## config.mk

```make
export PLATFORM = sky130hd
export DESIGN_NAME = afgate_top
export DESIGN_NICKNAME = d
export VERILOG_FILES = /design/src/rtl/afgate_pkg.sv /design/src/rtl/afgate_lock.sv /design/src/rtl/afgate_commit.sv /design/src/rtl/afgate_masked_reg.sv /design/src/rtl/afgate_top.sv
export SDC_FILE = /design/constraint.sdc
export NUM_CORES = 1
export LEC_CHECK = 0
export BUFFER_PORTS_ARGS = -buffer_cell sky130_fd_sc_hd__buf_4
export CELL_PAD_IN_SITES_DETAIL_PLACEMENT = 1
export CELL_PAD_IN_SITES_GLOBAL_PLACEMENT = 1
export CORE_UTILIZATION = 28
export CTS_CLUSTER_SIZE = 20
export DETAILED_ROUTE_END_ITERATION = 8
export GPL_TIMING_DRIVEN = 0
export PLACE_DENSITY = 0.84
export SKIP_CTS_REPAIR_TIMING = 1
export SYNTH_ARGS = -nofsm -noshare
export SYNTH_HDL_FRONTEND = slang
export SYNTH_SLANG_ARGS = --single-unit
```

## constraint.sdc

```tcl
create_clock -name clk -period 2.1 [get_ports clk]
set_input_delay 0.105 -clock clk [delete_from_list [all_inputs] [get_ports clk]]
set_output_delay 0.105 -clock clk [all_outputs]
set_load 0.03 [all_outputs]
```

## src/rtl/afgate_pkg.sv

```systemverilog
package afgate_pkg;
    typedef enum logic [1:0] {
        TGT_NONE,
        TGT_LOCK,
        TGT_COMMIT,
        TGT_SEL
    } afg_tgt_e;
endpackage

```

## src/rtl/afgate_lock.sv

```systemverilog
module afgate_lock #(
    parameter int          DATA_W = 32,
    parameter logic [31:0] KEY    = 32'h0ACC_E551
) (
    input  logic              clk,
    input  logic              rst_n,
    input  logic              wr_i,
    input  logic [DATA_W-1:0] wdata_i,
    input  logic              full_strb_i,
    output logic              locked_o
);
    typedef struct packed {
        logic locked;
    } lock_state_t;

    lock_state_t st_d, st_q;
    logic        key_hit;

    always_comb begin
        key_hit = full_strb_i && (wdata_i == DATA_W'(KEY));
        st_d    = st_q;
        if (wr_i) begin
            st_d.locked = !key_hit;
        end
    end

    always_ff @(posedge clk or negedge rst_n) begin
        if (!rst_n) begin
            st_q.locked <= 1'b1;
        end else begin
            st_q <= st_d;
        end
    end

    assign locked_o = st_q.locked;

    a_r2_key_opens: assert property (@(posedge clk) disable iff (!rst_n)
        (wr_i && full_strb_i && wdata_i == DATA_W'(KEY)) |=> !locked_o);
    a_r3_other_closes: assert property (@(posedge clk) disable iff (!rst_n)
        (wr_i && (!full_strb_i || wdata_i != DATA_W'(KEY))) |=> locked_o);
    a_r3_hold: assert property (@(posedge clk) disable iff (!rst_n)
        !wr_i |=> $stable(locked_o));
endmodule

```

## src/rtl/afgate_commit.sv

```systemverilog
module afgate_commit #(
    parameter int AF_W = 8
) (
    input  logic            clk,
    input  logic            rst_n,
    input  logic            wr_i,
    input  logic            locked_i,
    input  logic [AF_W-1:0] wdata_i,
    output logic [AF_W-1:0] mask_o
);
    typedef struct packed {
        logic [AF_W-1:0] mask;
    } commit_state_t;

    commit_state_t st_d, st_q;

    always_comb begin
        st_d = st_q;
        if (wr_i && !locked_i) begin
            st_d.mask = wdata_i;
        end
    end

    always_ff @(posedge clk or negedge rst_n) begin
        if (!rst_n) begin
            st_q.mask <= '1;
        end else begin
            st_q <= st_d;
        end
    end

    assign mask_o = st_q.mask;

    a_r4_locked_ignored: assert property (@(posedge clk) disable iff (!rst_n)
        (wr_i && locked_i) |=> $stable(mask_o));
    a_r4_open_loads: assert property (@(posedge clk) disable iff (!rst_n)
        (wr_i && !locked_i) |=> (mask_o == $past(wdata_i)));
endmodule

```

## src/rtl/afgate_masked_reg.sv

```systemverilog
module afgate_masked_reg #(
    parameter int AF_W = 8
) (
    input  logic            clk,
    input  logic            rst_n,
    input  logic            wr_i,
    input  logic [AF_W-1:0] mask_i,
    input  logic [AF_W-1:0] wdata_i,
    output logic [AF_W-1:0] q_o
);
    typedef struct packed {
        logic [AF_W-1:0] sel;
    } sel_state_t;

    sel_state_t      st_d, st_q;
    logic [AF_W-1:0] bit_next;

    for (genvar i = 0; i < AF_W; i++) begin : g_bit
        always_comb begin
            bit_next[i] = (wr_i && mask_i[i]) ? wdata_i[i] : st_q.sel[i];
        end
    end

    always_comb begin
        st_d     = st_q;
        st_d.sel = bit_next;
    end

    always_ff @(posedge clk or negedge rst_n) begin
        if (!rst_n) begin
            st_q.sel <= '0;
        end else begin
            st_q <= st_d;
        end
    end

    assign q_o = st_q.sel;

    a_r5_uncommitted_kept: assert property (@(posedge clk) disable iff (!rst_n)
        wr_i |=> (((q_o ^ $past(q_o)) & ~$past(mask_i)) == '0));
    a_r5_committed_taken: assert property (@(posedge clk) disable iff (!rst_n)
        wr_i |=> (((q_o ^ $past(wdata_i)) & $past(mask_i)) == '0));
    a_r7_idle_stable: assert property (@(posedge clk) disable iff (!rst_n)
        !wr_i |=> $stable(q_o));
endmodule

```

## src/rtl/afgate_top.sv

```systemverilog
module afgate_top #(
    parameter int          ADDR_W     = 12,
    parameter int          DATA_W     = 32,
    parameter int          AF_W       = 8,
    parameter logic [31:0] KEY        = 32'h0ACC_E551,
    parameter logic [11:0] LOCK_OFS   = 12'h520,
    parameter logic [11:0] COMMIT_OFS = 12'h524,
    parameter logic [11:0] SEL_OFS    = 12'h420
) (
    input  logic                clk,
    input  logic                rst_n,
    input  logic [ADDR_W-1:0]   bus_addr,
    input  logic                bus_wen,
    input  logic [DATA_W-1:0]   bus_wdata,
    input  logic [DATA_W/8-1:0] bus_wstrb,
    output logic [DATA_W-1:0]   bus_rdata,
    output logic [AF_W-1:0]     af_sel
);
    import afgate_pkg::*;

    localparam int STRB_W = DATA_W / 8;

    afg_tgt_e        tgt;
    logic            locked;
    logic [AF_W-1:0] commit_mask;
    logic [AF_W-1:0] sel_q;
    logic            full_strb;

    always_comb begin
        if (bus_addr == ADDR_W'(LOCK_OFS))        tgt = TGT_LOCK;
        else if (bus_addr == ADDR_W'(COMMIT_OFS)) tgt = TGT_COMMIT;
        else if (bus_addr == ADDR_W'(SEL_OFS))    tgt = TGT_SEL;
        else                                      tgt = TGT_NONE;
        full_strb = (bus_wstrb == {STRB_W{1'b1}});
    end

    afgate_lock #(.DATA_W(DATA_W), .KEY(KEY)) u_lock (
        .clk         (clk),
        .rst_n       (rst_n),
        .wr_i        (bus_wen && tgt == TGT_LOCK),
        .wdata_i     (bus_wdata),
        .full_strb_i (full_strb),
        .locked_o    (locked)
    );

    afgate_commit #(.AF_W(AF_W)) u_commit (
        .clk      (clk),
        .rst_n    (rst_n),
        .wr_i     (bus_wen && tgt == TGT_COMMIT),
        .locked_i (locked),
        .wdata_i  (bus_wdata[AF_W-1:0]),
        .mask_o   (commit_mask)
    );

    afgate_masked_reg #(.AF_W(AF_W)) u_sel (
        .clk     (clk),
        .rst_n   (rst_n),
        .wr_i    (bus_wen && tgt == TGT_SEL),
        .mask_i  (commit_mask),
        .wdata_i (bus_wdata[AF_W-1:0]),
        .q_o     (sel_q)
    );

    always_comb begin
        unique case (tgt)
            TGT_LOCK:   bus_rdata = DATA_W'(locked);
            TGT_COMMIT: bus_rdata = DATA_W'(commit_mask);
            TGT_SEL:    bus_rdata = DATA_W'(sel_q);
            default:    bus_rdata = '0;
        endcase
    end

    assign af_sel = sel_q;

    a_r7_stray_write: assert property (@(posedge clk) disable iff (!rst_n)
        (bus_wen && tgt == TGT_NONE) |=> ($stable(af_sel) && $stable(commit_mask) && $stable(locked)));
    a_r6_unmapped_zero: assert property (@(posedge clk) disable iff (!rst_n)
        (tgt == TGT_NONE) |-> (bus_rdata == '0));
endmodule

```

==> impl_metrics.py, run 1 <==
metrics = {
    "status": {
        "status": "finished clean",
    },
    "synthesis": {
        "synthCells": 103,
        "syn_area_um2": 1170,
        "avgSynthCellArea_um2": 11.3,
        "synth_warnings": 0,
        "synth-seq-area-share_pct": 37.4,
        "ys_types": 27,
        "yosys_register_bits": 17,
    },
    "placed_design": {
        "port_buffers": 66,
        "hpwl_um": 2770,
        "place_area_um2": 1810,
        "gp_congestion": 0.675,
    },
    "cts": {
        "clk_pin_slew_worst_paths_ns": 0.07,
        "clock-sinks": 17,
        "cts_made_buffers": 3,
        "clock_latency_ns": 0.25,
        "clockBufferDepth": 2,
        "cts.htree.levels": 1,
        "clockRootBuffer": "clkbuf_8",
        "cts_tree": "done",
    },
    "pwr": {
        "power_density_nw_per_um2": 410,
        "p_leak_nw": 0.977,
        "ir_drop_uv": 344,
    },
    "global_route": {
        "grt_start_max_net_pins": 18,
        "grt_overflow": 0,
        "grt_usage_pct": 15.4,
        "grt_pass1_vias": 1119,
        "antenna_found_initial": 0,
        "grt_pass1_wl_um": 5180,
    },
    "setup_path": {
        "cp.required_ns": 2.28,
        "crit_arrival_ns": 2.10,
        "crit_fanout": 8,
        "reg2reg_depth": 3,
        "startpoint_type": "input port",
        "worst_setup_path_end_kind": "flop",
        "worstSetupPathType": "in -> reg",
    },
    "sta": {
        "tightest_slew_ns": 0.583,
        "slew_viol_final": 0,
        "maxSlewHeadroom_pct": 60.9,
        "tns_ns": 0,
        "period_share_pct": 91.5,
        "setup_viol": 0,
        "rsz0062_at_grt": "false",
        "fin_skew_ns": 0.00244,
        "hold_viol": 0,
        "fin_crit_ns": 1.92,
        "maxClockFrequency_mhz": 521,
    },
    "worst_hold_path": {
        "hold-path-cell-count": 2,
        "hp-class": "in -> reg",
    },
    "finish": {
        "area.growth.synth_to_final_pct": 60.8,
        "fin_area_um2": 1880,
        "final_nets": 249,
        "fillers": 475,
        "insertedDiodeCount": 0,
        "drive_gt1_share_pct": 64.5,
        "utilization_pct": 46.9,
    },
    "floorplan": {
        "core_area_um2": 4000,
        "pin_count": 91,
        "num_rows": 23,
        "die_x_um": 66.5,
        "fp.dieH_um": 66.5,
        "die_area_um2": 4430,
        "start_util_pct": 29.2,
    },
    "drt": {
        "drtPass1Iterations": 2,
        "drtAntennaViolNets": 0,
        "vias_per_cell": 4.37,
        "vias": 1080,
        "routed_wl_um": 3270,
        "drt_iter0_markers": 15,
        "wire_per_inst_um": 13.2,
        "drc": 0,
    },
    "job": {
        "cap_violations": 0,
    },
}
[path summary, 6_finish.rpt]
kind	to	slack [ns]	from
worst max-delay path	u_commit.mask_o[2]	0.18	bus_addr[4]
worst min-delay path	u_commit.mask_o[1]	0.10	bus_wdata[1]
worst max register to register	u_commit.mask_o[2]	0.90	u_lock.locked_o
worst min register to register	u_sel.q_o[4]	0.55	u_sel.q_o[4]
max in group asynchronous	u_commit.mask_o[2]	1.58	rst_n
min in group asynchronous	u_sel.q_o[0]	0.27	rst_n
[cells in the final DEF (no fill, tap or decap)]
cell type / synthesis / layout
buf_4: 24 / 90
conb_1: 1 / 24
mux2_2: 17 / 17
nand2_1: 10 / 10
dfstp_2: 9 / 9
dfrtp_1: 8 / 8
a22o_1: 7 / 7
nor4bb_1: 4 / 4
nor4_4: 2 / 3
clkbuf_8: 0 / 3
or4b_4: 2 / 2
nor4b_1: 2 / 2
nand4_1: 2 / 2
inv_1: 1 / 1
or3b_2: 1 / 1
or3_1: 1 / 1
mux2i_1: 1 / 1
o41ai_1: 1 / 1
and3b_1: 1 / 1
buf_6: 1 / 1
nor2b_1: 1 / 1
nor2_1: 1 / 1
and4b_1: 1 / 1
nand3_1: 1 / 1
or4_1: 1 / 1
nand2b_1: 1 / 1
nor4_1: 1 / 1
clkinv_2: 0 / 1
dlygate4sd3_1: 0 / 1
[final cells by class]
cell class                      count  area, um2  area share [%]
Multi-Input combinational cell     83        629            33.6
Timing Repair Buffer               67        505            27.0
Buffer                             25        191            10.2
Sequential cell                    17        437            23.3
Clock inverter                      1       5.00           0.267
Tap cell                           50       62.6            3.34
Clock buffer                        3       41.3            2.20
Inverter                            1       3.75           0.200
[cell usage after synthesis]
library cell   n  area (um2)
or3b_2         1        8.76
a22o_1         7        61.3
nor4bb_1       4        40.0
o41ai_1        1        8.76
nand4_1        2        12.5
dfstp_2        9         236
nand3_1        1        5.00
dfrtp_1        8         200
and4b_1        1        10.0
or4_1          1        7.51
and3b_1        1        8.76
or4b_4         2        27.5
or3_1          1        6.26
buf_6          1        11.3
buf_4         24         180
inv_1          1        3.75
nor4_4         2        42.5
nand2b_1       1        6.26
mux2_2        17         191
nor2b_1        1        6.26
nor4_2         1        12.5
mux2i_1        1        10.0
nor4_1         1        6.26
conb_1         1        3.75
nor2_1         1        3.75
nand2_1       10        37.5
nor4b_1        2        17.5
[metrics by stage]
| step | worst slack, ns | power, W | hold slack [ns] | instances |
|---|---|---|---|---|
| 2_1_floorplan | 0.153 | 0.000444 | -0.191 | 126 |
| 3_3_place_gp | -0.0738 | 0.000526 | -0.0200 | 242 |
| 3_5_place_dp | -0.0715 | 0.000529 | -0.0172 | 242 |
| 4_1_cts | -0.00486 | 0.000777 | -0.291 | 246 |
| 5_1_grt | 0.130 | 0.000813 | 0.0996 | 247 |
| 6_report | 0.179 | 0.000769 | 0.104 | 247 |
[logic make-up after synthesis]
logic type      synth area share, %
flops                          37.4
compound gates                 6.01
buf+inv                        16.7
other cells                   0.322
mux                            17.3
simple gates                   22.2
[power by group]
| group | internal [W] | leakage [nW] | switching, W |
|---|---|---|---|
| logic | 0.000100 | 0.746 | 0.0000961 |
| clock network | 0.000131 | 0.0255 | 0.000111 |
| registers | 0.000330 | 0.205 | 0.000000599 |
| total | 0.000561 | 0.977 | 0.000207 |
[routing by layer]
layer	wire length [um]	share of wire, %	global-route usage, %
met1	1220	37	16.7
met2	1830	56	31.1
met3	216	6.6	3.42
met4	0	0	0.798
met5	0	0	0
[state kept, by name, summed over array words and instances (netlist names)]
| register | flops |
|---|---|
| u_lock.locked_o | 1 |
| u_sel.q_o | 8 |
| u_commit.mask_o | 8 |
[critical path: stages]
cell and delay [ns]:
buf_4 0.11, or4b_4 0.60, nor4_4 0.55, and3b_1 0.25, buf_6 0.14, mux2_2 0.34
No activity file was read; power rests on OpenSTA's default activity.
==> run 2: changes to the inputs <==
--- a/config.mk
+++ b/config.mk
@@ -5,7 +5,7 @@
 export SDC_FILE = /design/constraint.sdc
 export NUM_CORES = 1
 export LEC_CHECK = 0
-export BUFFER_PORTS_ARGS = -buffer_cell sky130_fd_sc_hd__buf_4
+export BUFFER_PORTS_ARGS = -buffer_cell sky130_fd_sc_hd__buf_2
 export CELL_PAD_IN_SITES_DETAIL_PLACEMENT = 1
 export CELL_PAD_IN_SITES_GLOBAL_PLACEMENT = 1
 export CORE_UTILIZATION = 28
==> run 2 against run 1 <==
  * Clock power about the same
  * Routed wire length down 5.4%
  * Worst hold slack better by 0.015 ns
  * Utilization down 4.2 points
  * Via count up 0.46%
  * Power down 3.3%
  * Combinational power down 13%
  * First-iteration DRC count down 20%
  * Fmax about the same
  * Clock skew up 0.0019 ns
  * Flip-flop and latch count unchanged
  * Global-route usage down 0.55 points
  * Critical endpoint is now bus_rdata[0]
  * Largest cell class is now multi-input gates
  * Highest routed layer is now met4
==> impl_metrics.py, run 2 (synthesis results as in run 1) <==
metrics = {
    "pwr": {
        "power_density_nw_per_um2": 435,
        "p_leak_nw": 0.933,
        "ir_drop_uv": 286,
        "power_w": 0.000744,
    },
    "cts": {
        "cts_tree": "done",
        "clk_pin_slew_worst_paths_ns": 0.06,
        "clock-sinks": 17,
        "cts_made_buffers": 3,
        "cts.htree.levels": 1,
        "clockBufferDepth": 2,
        "clockRootBuffer": "clkbuf_8",
        "clock_latency_ns": 0.25,
    },
    "finish": {
        "drive_gt1_share_pct": 64.0,
        "insertedDiodeCount": 0,
        "final_nets": 249,
        "fillers": 508,
        "final-seq-area_um2": 437,
        "final_common_cell": "buf_2",
        "multiInputGateArea_um2": 629,
        "instances_no_fill": 247,
        "area.growth.synth_to_final_pct": 46.6,
        "final_cell_mix": "66 x buf_2, 24 x buf_4, 24 x conb_1",
    },
    "drt": {
        "drtPass1Iterations": 4,
        "drc": 0,
        "drt_iter0_markers": 12,
        "vias": 1085,
        "drtAntennaViolNets": 0,
        "wire_per_inst_um": 12.5,
        "routed_wl_um": 3090,
        "vias_per_cell": 4.39,
    },
    "floorplan": {
        "core_area_um2": 4000,
        "start_util_pct": 29.2,
        "die_area_um2": 4430,
        "num_rows": 23,
        "fp.dieH_um": 66.5,
        "pin_count": 91,
        "die_x_um": 66.5,
    },
    "setup_path": {
        "worstSetupPathType": "in -> out",
        "r2r-start": "u_lock.locked_o",
        "reg2reg_depth": 3,
        "crit_arrival_ns": 1.81,
        "startpoint_type": "input port",
        "crit_fanout": 8,
        "startpoint": "bus_addr[4]",
        "worst_setup_path_end_kind": "primary output",
        "cp.required_ns": 2.00,
    },
    "sta": {
        "maxClockFrequency_mhz": 521,
        "hold_viol": 0,
        "maxSlewHeadroom_pct": 62.3,
        "slew_viol_final": 0,
        "tightest_slew_ns": 0.561,
        "period_share_pct": 91.4,
        "rsz0062_at_grt": "false",
        "setup_viol": 0,
        "fin_skew_ns": 0.00430,
        "fin_crit_ns": 1.92,
        "tns_ns": 0,
    },
    "global_route": {
        "grt_pass1_vias": 1045,
        "grt_usage_pct": 14.8,
        "grt_overflow": 0,
        "grt_start_max_net_pins": 18,
        "grt_pass1_wl_um": 4870,
        "antenna_found_initial": 0,
    },
    "worst_hold_path": {
        "hold-path-cell-count": 2,
        "hp-class": "in -> reg",
        "min_from": "bus_wdata[5]",
    },
    "status": {
        "status": "finished clean",
    },
    "placed_design": {
        "hpwl_um": 2610,
        "gp_congestion": 0.715,
        "dp.cells": 242,
        "port_buffers": 66,
    },
    "job": {
        "cap_violations": 0,
    },
}
==> run 2: cell count changes in the layout (fill, tap and decap cells not counted) <==
cell and change:
buf_4 -66, clkbuf_1 +1, clkinv_2 -1, buf_2 +66
==> run 2: critical path: stages <==
cell and delay, ns:
buf_2 0.09, or4b_4 0.60, nor4_4 0.56, nand2_1 0.10
o41ai_1 0.08, buf_2 0.27
==> run 2: layer usage <==
metal | global-route usage, % | up-vias | wire length [um]
met5 | 0 | - | 0
met4 | 5.32 | 0 | 42
met3 | 3.42 | 7 | 244
met2 | 28.4 | 48 | 1650
met1 | 15.5 | 507 | 1150
li1 | - | 523 | -
==> run 2: report_power, final <==
| part | switching, W | internal (W) |
|---|---|---|
| sequential | 0.000000605 | 0.000330 |
| clock | 0.000109 | 0.000135 |
| combinational | 0.0000955 | 0.0000741 |
| total | 0.000205 | 0.000539 |
==> run 2: layout make-up <==
cell class              count  share of cell area [%]
plain buffers              25                    11.2
clock buffers               4                    2.64
inverters                   1                   0.220
multi-input cells          83                    36.8
flip-flops and latches     17                    25.5
well taps                  50                    3.66
repair buffers             67                    19.9
==> run 2: worst paths after layout <==
| kind | to | slack [ns] |
|---|---|---|
| worst max-delay path | bus_rdata[0] | 0.18 |
| worst min-delay path | u_sel.q_o[5] | 0.12 |
| worst max register to register | u_commit.mask_o[7] | 0.90 |
| worst min register to register | u_sel.q_o[5] | 0.54 |
| max in group asynchronous | u_commit.mask_o[2] | 1.47 |
| min in group asynchronous | u_sel.q_o[4] | 0.31 |
==> run 2: per-stage QoR <==
stage	hold WS, ns	instance area (um2)	worst slack (ns)	utilization [%]
2_1_floorplan	-0.191	1250	0.153	-
3_3_place_gp	0.0445	1650	-0.0765	41.1
3_5_place_dp	0.0458	1650	-0.0835	41.1
4_1_cts	-0.233	1690	-0.0626	42.3
5_1_grt	0.116	1710	0.0870	42.7
6_report	0.119	1710	0.180	42.7
